### src/rtl/sertx_pkg.sv
package sertx_pkg;

  typedef enum logic [1:0] {
    ST_IDLE,   // clock parked, waiting for a word
    ST_LEAD,   // clock running, frame sync goes out on next drive edge
    ST_WORD,   // bits being driven
    ST_TAIL    // last bit out, finishing its period
  } txState_e;

  // control -> datapath strobes, both aligned to a drive edge
  typedef struct packed {
    logic takeWord;  // move holding register into shifter
    logic shiftBit;  // drive next bit onto the data line
  } txStrobe_t;

endpackage

### src/rtl/sertx_dpath.sv
module sertx_dpath
  import sertx_pkg::*;
#(
  parameter int DATA_W = 16,
  parameter int LEN_W  = $clog2(DATA_W)
) (
  input  logic              clk,
  input  logic              rstN,
  input  logic [DATA_W-1:0] inData,
  input  logic              inValid,
  input  logic [LEN_W-1:0]  cfgLen,
  input  txStrobe_t         strobes,
  output logic              inReady,
  output logic              holdFull,
  output logic              txdOut
);

  logic [DATA_W-1:0] holdReg;
  logic [DATA_W-1:0] shiftReg;
  logic              accept;

  assign inReady = !holdFull;
  assign accept  = inValid && inReady;

  always_ff @(posedge clk) begin
    if (!rstN) begin
      holdReg  <= '0;
      holdFull <= 1'b0;
      shiftReg <= '0;
      txdOut   <= 1'b0;
    end else begin
      if (accept) begin
        holdReg  <= inData;
        holdFull <= 1'b1;
      end else if (strobes.takeWord) begin
        holdFull <= 1'b0;
      end
      if (strobes.shiftBit) begin
        txdOut <= shiftReg[cfgLen];
      end
      if (strobes.takeWord) begin
        shiftReg <= holdReg;
      end else if (strobes.shiftBit) begin
        shiftReg <= shiftReg << 1;
      end
    end
  end

  AST_TAKE_NEEDS_WORD: assert property (@(posedge clk) disable iff (!rstN)
    strobes.takeWord |-> holdFull) else $error("take from empty hold");

  AST_TXD_ON_SHIFT: assert property (@(posedge clk) disable iff (!rstN)
    (txdOut != $past(txdOut)) |-> $past(strobes.shiftBit)) else $error("txd moved without shift");

  AST_READY_EMPTY: assert property (@(posedge clk) disable iff (!rstN)
    $past(accept) |-> !inReady) else $error("ready after accept");

endmodule

### src/rtl/sertx_ctrl.sv
module sertx_ctrl
  import sertx_pkg::*;
#(
  parameter int DIV_W = 8,
  parameter int LEN_W = 4
) (
  input  logic             clk,
  input  logic             rstN,
  input  logic [DIV_W-1:0] cfgDiv,
  input  logic [LEN_W-1:0] cfgLen,
  input  logic             cfgRiseSample,
  input  logic             holdFull,
  input  logic             accepted,
  output txStrobe_t        strobes,
  output logic             sclkOut,
  output logic             fsOut,
  output logic             underflow
);

  localparam int CNT_W = LEN_W + 1;

  txState_e         state;
  logic [DIV_W-1:0] divCnt;
  logic             sclkPhase;   // 0 = idle level, 0->1 is the drive edge
  logic [CNT_W-1:0] bitsLeft;
  logic             tick, driveEv, sampleEv, lastBit;
  logic [CNT_W-1:0] wordBits;

  assign wordBits = {1'b0, cfgLen} + 1'b1;
  assign tick     = (state != ST_IDLE) && (divCnt == cfgDiv);
  assign driveEv  = tick && !sclkPhase;
  assign sampleEv = tick && sclkPhase;
  assign lastBit  = (state == ST_WORD) && (bitsLeft == CNT_W'(1));
  assign sclkOut  = sclkPhase ^ cfgRiseSample;

  always_comb begin
    strobes.takeWord = driveEv && ((state == ST_LEAD) || (lastBit && holdFull));
    strobes.shiftBit = driveEv && (state == ST_WORD);
  end

  always_ff @(posedge clk) begin
    if (!rstN) begin
      state     <= ST_IDLE;
      divCnt    <= '0;
      sclkPhase <= 1'b0;
      fsOut     <= 1'b0;
      bitsLeft  <= '0;
      underflow <= 1'b0;
    end else begin
      if (accepted) underflow <= 1'b0;
      if (state == ST_IDLE) begin
        divCnt    <= '0;
        sclkPhase <= 1'b0;
        if (holdFull) state <= ST_LEAD;
      end else begin
        divCnt <= tick ? '0 : divCnt + 1'b1;
        if (tick) sclkPhase <= !sclkPhase;
      end
      case (state)
        ST_LEAD: if (driveEv) begin
          fsOut    <= 1'b1;
          bitsLeft <= wordBits;
          state    <= ST_WORD;
        end
        ST_WORD: if (driveEv) begin
          if (lastBit) begin
            if (holdFull) begin
              fsOut    <= 1'b1;
              bitsLeft <= wordBits;
            end else begin
              fsOut     <= 1'b0;
              underflow <= 1'b1;
              state     <= ST_TAIL;
            end
          end else begin
            fsOut    <= 1'b0;
            bitsLeft <= bitsLeft - 1'b1;
          end
        end
        ST_TAIL: if (sampleEv) state <= ST_IDLE;
        default: ;
      endcase
    end
  end

  AST_FS_ON_DRIVE: assert property (@(posedge clk) disable iff (!rstN)
    (fsOut != $past(fsOut)) |-> (sclkPhase && !$past(sclkPhase))) else $error("fs off drive edge");

  AST_DIV_RANGE: assert property (@(posedge clk) disable iff (!rstN)
    (state != ST_IDLE) |-> (divCnt <= cfgDiv)) else $error("divider overrun");

  AST_IDLE_LEVEL: assert property (@(posedge clk) disable iff (!rstN)
    (state == ST_IDLE) |-> !sclkPhase) else $error("clock not parked");

  AST_UNDERFLOW_NO_FS: assert property (@(posedge clk) disable iff (!rstN)
    (underflow && !$past(underflow)) |-> !fsOut) else $error("fs with underflow");

endmodule

### src/rtl/sertx_top.sv
module sertx_top
  import sertx_pkg::*;
#(
  parameter int DATA_W = 16,
  parameter int DIV_W  = 8,
  parameter int LEN_W  = $clog2(DATA_W)
) (
  input  logic              clk,
  input  logic              rstN,
  input  logic [DIV_W-1:0]  cfgDiv,
  input  logic [LEN_W-1:0]  cfgLen,
  input  logic              cfgRiseSample,
  input  logic [DATA_W-1:0] inData,
  input  logic              inValid,
  output logic              inReady,
  output logic              sclkOut,
  output logic              fsOut,
  output logic              txdOut,
  output logic              underflow
);

  txStrobe_t strobes;
  logic      holdFull;
  logic      accepted;

  assign accepted = inValid && inReady;

  sertx_ctrl #(.DIV_W(DIV_W), .LEN_W(LEN_W)) i_ctrl (
    .clk(clk), .rstN(rstN), .cfgDiv(cfgDiv), .cfgLen(cfgLen),
    .cfgRiseSample(cfgRiseSample), .holdFull(holdFull), .accepted(accepted),
    .strobes(strobes), .sclkOut(sclkOut), .fsOut(fsOut), .underflow(underflow)
  );

  sertx_dpath #(.DATA_W(DATA_W), .LEN_W(LEN_W)) i_dpath (
    .clk(clk), .rstN(rstN), .inData(inData), .inValid(inValid), .cfgLen(cfgLen),
    .strobes(strobes), .inReady(inReady), .holdFull(holdFull), .txdOut(txdOut)
  );

endmodule

### config.mk
export PLATFORM = sky130hd
export DESIGN_NAME = sertx_top
export DESIGN_NICKNAME = d
export VERILOG_FILES = /design/src/rtl/sertx_pkg.sv /design/src/rtl/sertx_dpath.sv /design/src/rtl/sertx_ctrl.sv /design/src/rtl/sertx_top.sv
export SDC_FILE = /design/constraint.sdc
export NUM_CORES = 1
export LEC_CHECK = 0
export CELL_PAD_IN_SITES_DETAIL_PLACEMENT = 0
export CELL_PAD_IN_SITES_GLOBAL_PLACEMENT = 1
export CORE_UTILIZATION = 41
export DETAILED_ROUTE_END_ITERATION = 16
export PLACE_DENSITY = 0.83
export RECOVER_POWER = 50
export SLEW_MARGIN = 20
export SYNTH_ARGS = -nofsm -noshare
export SYNTH_HDL_FRONTEND = slang
export SYNTH_HIERARCHICAL = 1
export SYNTH_SLANG_ARGS = --single-unit
### constraint.sdc
create_clock -name clk -period 2.5 [get_ports clk]
set_clock_uncertainty 0.15 [all_clocks]
set_input_delay 0.25 -clock clk [delete_from_list [all_inputs] [get_ports clk]]
set_output_delay 0.25 -clock clk [all_outputs]
set_load 0.01 [all_outputs]
==> out/metrics.csv, run 1 <==
stage,metric,value,unit
status,outcome,completed,
worst_setup_path,origin of the critical flop-to-flop path,i_ctrl/bitsLeft[1]$_SDFFE_PN0P_,
routing,ANT nets after route,0,
global_route,total global routing overflow,0,
sta,Tcrit/Tclk final,86.9,%
worst_setup_path,Worst R2R End,i_ctrl/bitsLeft[1]$_SDFFE_PN0P_,
clocking,clk slew on worst S/H paths,0.10,ns
logic_synthesis,Commonest cells post-synth,"nand2_1 (58), dfxtp_1 (52), mux2i_1 (20)",
floorplanning,Placeable Area,6100,um2
logic_synthesis,xor/xnor share of the synthesized area,6.25,%
clocking,Hold Buf Count CTS,0,
logic_synthesis,Netlist Area Pre-Place,2660,um2
pwr,P_leak,1.17,nW
logic_synthesis,area share of the largest cell type after synthesis,39.1,%
hold_path,HP Class,reg -> reg,
logic_synthesis,synth top area cells,"dfxtp_1 (39%), nand2_1 (8.2%), mux2i_1 (7.5%)",
sta,accumulated negative setup slack,0,ns
sta,Slew @ Worst Pin,0.595,ns
logic_synthesis,"Primary FF master, synth",dfxtp_1,
floorplanning,# IOs,37,
place,"worst slack, placed",0.0345,ns
global_route,vias in the first global route,1952,
worst_setup_path,Buf/Inv on CP,1,
worst_setup_path,reg2reg setup slack,0.33,ns
logic_synthesis,"count leader, synth",nand2_1,
pwr,Seq pwr share,56.7,%
logic_synthesis,post-synthesis sequential area ratio,39.1,%
global_route,GRT Overall Usage,17.1,%
floorplanning,FP Rows,28,
layout,fill count,609,
place,total placed cells including tap cells,415,
worst_setup_path,"delay-heaviest family, CP",simple AND/OR/NAND/NOR gates,
layout,# nets final,383,
global_route,first-pass GRT wire length,8890,um
logic_synthesis,post-synth top area cell,dfxtp_1,
clocking,total CTS buffers,5,
sta,hold slack,0.317,ns
worst_setup_path,WS Path Type,reg -> reg,
pwr,PwrDens,471,nW/um2
pwr,P_int,1.14,mW
clocking,post_cts resized,0,
clocking,Root Buffer,clkbuf_8,
routing,detailed-route vias per instance,5.03,
layout,Final Util,52.9,%
clocking,CTS tree,done,
worst_setup_path,CP Capture Type,register,
logic_synthesis,largest family of logic cells by synthesized area,simple AND/OR/NAND/NOR gates,
clocking,Clock H-tree levels,2,
routing,DRC,0,
worst_setup_path,WP data arrival,2.19,ns
sta,min Tclk post-route,2.17,ns
worst_setup_path,Worst Reg-to-Reg Cells,7,
worst_setup_path,Worst Path Max Fanout,6,
pwr,Sw Share,25.2,%
clocking,clock sinks,52,
logic_synthesis,Syn Inst Count,310,
worst_setup_path,crit start category,register,
layout,Non-Filler Instances,423,
logic_synthesis,synth unique cells,46,
sta,setup slack after layout,0.327,ns
sta,Max-slew headroom,60.3,%
layout,area of the multi-input gates,1510,um2
logic_synthesis,mux contribution to synthesized area,9.35,%
sta,FMAX,460,MHz
floorplanning,starting density of the core,43.7,%
place,hpwl dp,3940,um
worst_setup_path,Slowest cell on crit path,or4b_4,
sta,"Hold Vio Cnt, Final",0,
worst_setup_path,"Req. time, crit path",2.52,ns
routing,drt pass-1 iters,4,
clocking,"Clk Latency, worst-skew pair",0.30,ns
routing,DR WL/cell,12.8,um
routing,overall routed net length,5400,um
sta,max-slew violations,0,
logic_synthesis,Post-synth EDFFs,0,
sta,"Setup violations, final",0,
clocking,Post-CTS Setup Bufs,0,
layout,Seq. cell area,1040,um2
pwr,Design Power,1.52,mW
pwr,Comb power frac,10.6,%
place,I/O Buffers,36,
logic_synthesis,adder-cell share of the synthesized area,1.88,%
routing,Initial DRC Count,88,
routing,DR vias,2126,
floorplanning,Die Wd,82.6,um
logic_synthesis,warning count from the yosys run,6,
logic_synthesis,asr flop ratio synth,0,%
pwr,clock share of power,32.7,%
worst_setup_path,Worst setup startpoint,i_ctrl/bitsLeft[1]$_SDFFE_PN0P_,
clocking,Bufs on Longest Clock Path,2,
place,placed cell areas,3140,um2
global_route,largest net degree at the start of global routing,36,
logic_synthesis,Syn Nets,346,
logic_synthesis,Seq cells post-synth,52,
logic_synthesis,Synth Area in Compound Gates,14.2,%
layout,Layout area overhead,21.1,%
layout,layout cells sized above 1,7.18,%
pwr,peak supply drop,0.244,mV
job,Max-Cap Viols,0,
worst_setup_path,cell mode on critical path,a21oi_1,
layout,number of diodes,0,
sta,RSZ-0062 raised after global routing,no,
worst_setup_path,Setup crit end,i_ctrl/bitsLeft[1]$_SDFFE_PN0P_,
floorplanning,Die Ht,82.6,um
place,Final Wtd Congestion,0.744,
global_route,antenna violations before repair,0,
worst_setup_path,CP cell instances,"inv_1, ha_1, or4b_4, nor3_1, a21oi_1, a21oi_1, a311oi_1",
floorplanning,die area,6820,um2
layout,design area,3220,um2
worst_setup_path,delay of the slowest critical-path stage,0.48,ns
logic_synthesis,Avg Synthesized Cell Area,8.59,um2
worst_setup_path,Worst path depth,7,
logic_synthesis,simple-gate portion of the synthesized area,25.1,%
pwr,switching power,0.383,mW
layout by cell type (no fill, tap or decap), types with 5 or more instances in the layout:
cell / count
xnor2_1: 5
inv_1: 8
nand3_1: 10
buf_4: 6
mux2i_1: 20
clkbuf_8: 5
o21ai_1: 16
nor2_1: 17
dfxtp_1: 52
clkdlybuf4s50_1: 31
a21oi_1: 12
o21ai_0: 6
dlygate4sd3_1: 5
and2_1: 18
xor2_1: 14
nand2_1: 58
a21boi_0: 15
power groups by stage:
| stage | combinational, mW | clock (mW) | sequential [mW] |
|---|---|---|---|
| global placement | 0.164 | 0 | 0.881 |
| detailed placement | 0.166 | 0 | 0.881 |
| CTS | 0.166 | 0.523 | 0.862 |
| finish | 0.161 | 0.497 | 0.861 |
| global route | 0.178 | 0.546 | 0.864 |
| floorplan | 0.0869 | 0 | 0.877 |
metal layers:
layer	global-route usage, %	wire length, um
met3	2.64	126
met4	5.52	34
met1	23.7	2910
met2	27.0	2330
met5	0	0
state kept, by name, indices dropped and copies added (netlist names), 2 cells and up:
name,count
i_dpath/shiftReg,16
i_ctrl/divCnt,8
i_dpath/holdReg,16
i_ctrl/bitsLeft,5
i_ctrl/state,2
worst min-delay path, delay by kind of cell (launching register included):
kind,cells,cell delay [ns]
AOI/OAI and AO/OA,1,0.05
DFF,1,0.33
and+or+nand+nor,1,0.05
kinds of logic (layout without fill, tap and decap cells):
kind of cell    Yosys count  count (layout)
simple gates            130             130
mux                      22              22
compound gates           60              60
fa+ha+maj                 4               4
flops                    52              52
xor+xnor                 19              19
buf+inv                  23              61
worst min-delay path by stage:
stage,slack (ns),cells after the start,startpoint,endpoint
final,0.32,2,i_dpath/holdReg[11]$_SDFFE_PN0P_,i_dpath/holdReg[11]$_SDFFE_PN0P_
after global routing,0.33,3,inData[4],i_dpath/holdReg[4]$_SDFFE_PN0P_
after CTS,0.31,3,inData[3],i_dpath/holdReg[3]$_SDFFE_PN0P_
after detailed placement,0.30,2,i_dpath/holdReg[14]$_SDFFE_PN0P_,i_dpath/holdReg[14]$_SDFFE_PN0P_
after global placement,0.29,2,i_dpath/holdReg[12]$_SDFFE_PN0P_,i_dpath/holdReg[12]$_SDFFE_PN0P_
after floorplan,0.23,1,cfgLen[1],i_dpath/txdOut$_SDFFE_PN0P_
layout make-up:
type | count | area share [%]
clock inverters | 3 | 0.815
well taps | 75 | 2.91
inverters | 8 | 0.932
clock buffers | 5 | 2.14
multi-input cells | 235 | 47.0
flip-flops and latches | 52 | 32.3
repair buffers | 45 | 13.9
(Power assumes the default switching activity.)
==> run 2, diff against run 1 <==
--- a/config.mk
+++ b/config.mk
@@ -11,6 +11,7 @@
 export DETAILED_ROUTE_END_ITERATION = 16
 export PLACE_DENSITY = 0.83
 export RECOVER_POWER = 50
+export SKIP_LAST_GASP = 1
 export SLEW_MARGIN = 20
 export SYNTH_ARGS = -nofsm -noshare
 export SYNTH_HDL_FRONTEND = slang
==> results of run 2 <==
No change in the layout: final DEF, timing and power equal those of run 1.
==> run 3, diff against run 2 <==
--- a/config.mk
+++ b/config.mk
@@ -7,10 +7,12 @@
 export LEC_CHECK = 0
 export CELL_PAD_IN_SITES_DETAIL_PLACEMENT = 0
 export CELL_PAD_IN_SITES_GLOBAL_PLACEMENT = 1
+export CORE_ASPECT_RATIO = 0.75
 export CORE_UTILIZATION = 41
 export DETAILED_ROUTE_END_ITERATION = 16
 export PLACE_DENSITY = 0.83
 export RECOVER_POWER = 50
+export SETUP_SLACK_MARGIN = 0.15
 export SKIP_LAST_GASP = 1
 export SLEW_MARGIN = 20
 export SYNTH_ARGS = -nofsm -noshare
==> run 3 against run 2 <==
Effect of this change: the flow now finishes with violations (DRC); critical path type unchanged; clock power is 15% higher; first-iteration DRC count stayed put; die area hardly changed; largest cell class unchanged; final area is 1.1% higher.
==> out/metrics.csv, run 3 (synthesis gave the netlist of run 1 again) <==
stage,metric,value,unit,change
worst_setup_path,"delay-heaviest family, CP",simple AND/OR/NAND/NOR gates,,
sta,FMAX,448,MHz,-2.6%
worst_setup_path,CP Capture Type,register,,
status,failing checks,DRC,,
clocking,total CTS buffers,5,,unchanged
routing,DR WL/cell,12.9,um,+0.72%
floorplanning,die area,6820,um2,about the same
layout,design area,3260,um2,+1.1%
floorplanning,# IOs,37,,unchanged
worst_setup_path,CP cell instances,"inv_1, ha_1, or4b_4, nor3_1, a21oi_1, a21oi_1, a311oi_1",,
routing,ANT nets after route,0,,unchanged
worst_setup_path,delay of the slowest critical-path stage,0.49,ns,about the same
layout,number of diodes,0,,unchanged
global_route,largest net degree at the start of global routing,34,,-5.6%
worst_setup_path,"Req. time, crit path",2.52,ns,about the same
worst_setup_path,WP data arrival,2.25,ns,+0.06 ns
place,placed cell areas,3140,um2,+0.24%
routing,drt pass-1 iters,10,,+6
clocking,clock sinks,52,,unchanged
global_route,vias in the first global route,2067,,+5.9%
worst_setup_path,Worst Reg-to-Reg Cells,7,,unchanged
layout,Layout area overhead,22.4,%,
worst_setup_path,cell mode on critical path,a21oi_1,,
pwr,PwrDens,490,nW/um2,+4.0%
layout,# nets final,383,,unchanged
job,Max-Cap Viols,0,,unchanged
sta,"Setup violations, final",0,,unchanged
routing,overall routed net length,5520,um,+2.1%
floorplanning,FP Rows,25,,-11%
clocking,"Clk Latency, worst-skew pair",0.31,ns,about the same
floorplanning,Die Wd,95.1,um,+15%
sta,max-slew violations,0,,unchanged
worst_setup_path,WS Path Type,reg -> reg,,
global_route,antenna violations before repair,0,,unchanged
place,Final Wtd Congestion,0.787,,+5.8%
layout,layout cells sized above 1,7.47,%,+0.29 points
routing,DR vias,2170,,+2.1%
routing,detailed-route vias per instance,5.06,,+0.64%
worst_setup_path,Buf/Inv on CP,1,,unchanged
layout,most frequent cells in the layout,"nand2_1 (58), dfxtp_1 (52), clkdlybuf4s50_1 (31)",,
pwr,P_leak,1.18,nW,+0.70%
clocking,Clock H-tree levels,2,,unchanged
pwr,Design Power,1.60,mW,+5.1%
place,total placed cells including tap cells,421,,+1.4%
sta,Slew @ Worst Pin,0.577,ns,-0.0182 ns
clocking,CTS tree,done,,
clocking,Root Buffer,clkbuf_8,,
worst_setup_path,Slowest cell on crit path,or4b_4,,
clocking,Hold Buf Count CTS,0,,unchanged
hold_path,HP Class,reg -> reg,,
layout,Final Util,51.8,%,-1.1 points
sta,"Hold Vio Cnt, Final",0,,unchanged
global_route,GRT Overall Usage,18.1,%,+1.0 points
place,hpwl dp,4080,um,+3.6%
worst_setup_path,Worst path depth,7,,unchanged
clocking,clk slew on worst S/H paths,0.10,ns,about the same
sta,min Tclk post-route,2.23,ns,+0.0591 ns
sta,RSZ-0062 raised after global routing,no,,
floorplanning,starting density of the core,42.3,%,-1.3 points
sta,Max-slew headroom,61.5,%,+1.2 points
routing,DRC,1,,+1
hold_path,Cells on Worst Hold Path,2,,unchanged
global_route,first-pass GRT wire length,9630,um,+8.2%
status,outcome,"complete, but fails checks",,
layout,Non-Filler Instances,429,,+1.4%
pwr,peak supply drop,0.281,mV,+15%
sta,Tcrit/Tclk final,89.3,%,+2.4 points
place,I/O Buffers,36,,unchanged
worst_setup_path,Worst Path Max Fanout,6,,unchanged
clocking,post_cts resized,0,,unchanged
floorplanning,Placeable Area,6290,um2,+3.1%
layout,"commonest non-fill, non-tap cell in the layout",nand2_1,,
layout,Top Registers,"i_dpath/holdReg: 16 flops, i_dpath/shiftReg: 16 flops, i_ctrl/divCnt: 8 flops",,
clocking,Post-CTS Setup Bufs,0,,unchanged
floorplanning,Die Ht,71.8,um,-13%
routing,Initial DRC Count,88,,unchanged
worst_setup_path,crit start category,register,,
global_route,total global routing overflow,0,,unchanged
clocking,Bufs on Longest Clock Path,2,,unchanged
## run 3: area by class of cell
class	count	area [um2]
clock inverters	3	42.5
flip-flops and latches	52	1040
fillers	609	3030
repair buffers	45	449
well taps	81	101
inverters	8	30.0
clock buffers	5	68.8
multi-input cells	235	1530
## run 3: per-stage QoR
| stage | hold WS, ns | setup slack, ns | setup TNS [ns] |
|---|---|---|---|
| detailed placement | 0.297 | -0.0106 | -0.0106 |
| finish | 0.319 | 0.267 | 0 |
| global route | 0.340 | 0.114 | 0 |
| CTS | 0.311 | 0.258 | 0 |
| global placement | 0.293 | 0.0522 | 0 |
| floorplan | 0.230 | 0.236 | 0 |
## run 3: routing by layer
layer | vias to the layer above | GRT usage, % | share of wire (%)
met5 | - | 0 | 0
met3 | 5 | 3.82 | 3.8
li1 | 1128 | - | -
met4 | 0 | 6.57 | 1.2
met1 | 1000 | 26.5 | 55
met2 | 37 | 26.1 | 40
## run 3: worst paths after layout
check                                        start                                to  slack (ns)
setup / recovery   i_ctrl/bitsLeft[1]$_SDFFE_PN0P_   i_ctrl/bitsLeft[1]$_SDFFE_PN0P_        0.27
hold / removal    i_dpath/holdReg[12]$_SDFFE_PN0P_  i_dpath/holdReg[12]$_SDFFE_PN0P_        0.32
setup reg to reg   i_ctrl/bitsLeft[1]$_SDFFE_PN0P_   i_ctrl/bitsLeft[1]$_SDFFE_PN0P_        0.27
hold reg to reg   i_dpath/holdReg[12]$_SDFFE_PN0P_  i_dpath/holdReg[12]$_SDFFE_PN0P_        0.32
## run 3: where the power goes
group	switching, mW	internal (mW)	total [mW]
clock	0.275	0.296	0.572
sequential	0.0141	0.847	0.862
combinational	0.0785	0.0838	0.162
## run 3: worst register-to-register path, stage by stage, from the launching register on
cell      delay [ns]
dfxtp_1         0.34
inv_1           0.08
ha_1            0.14
or4b_4          0.49
nor3_1          0.43
a21oi_1         0.22
a21oi_1         0.19
a311oi_1        0.06
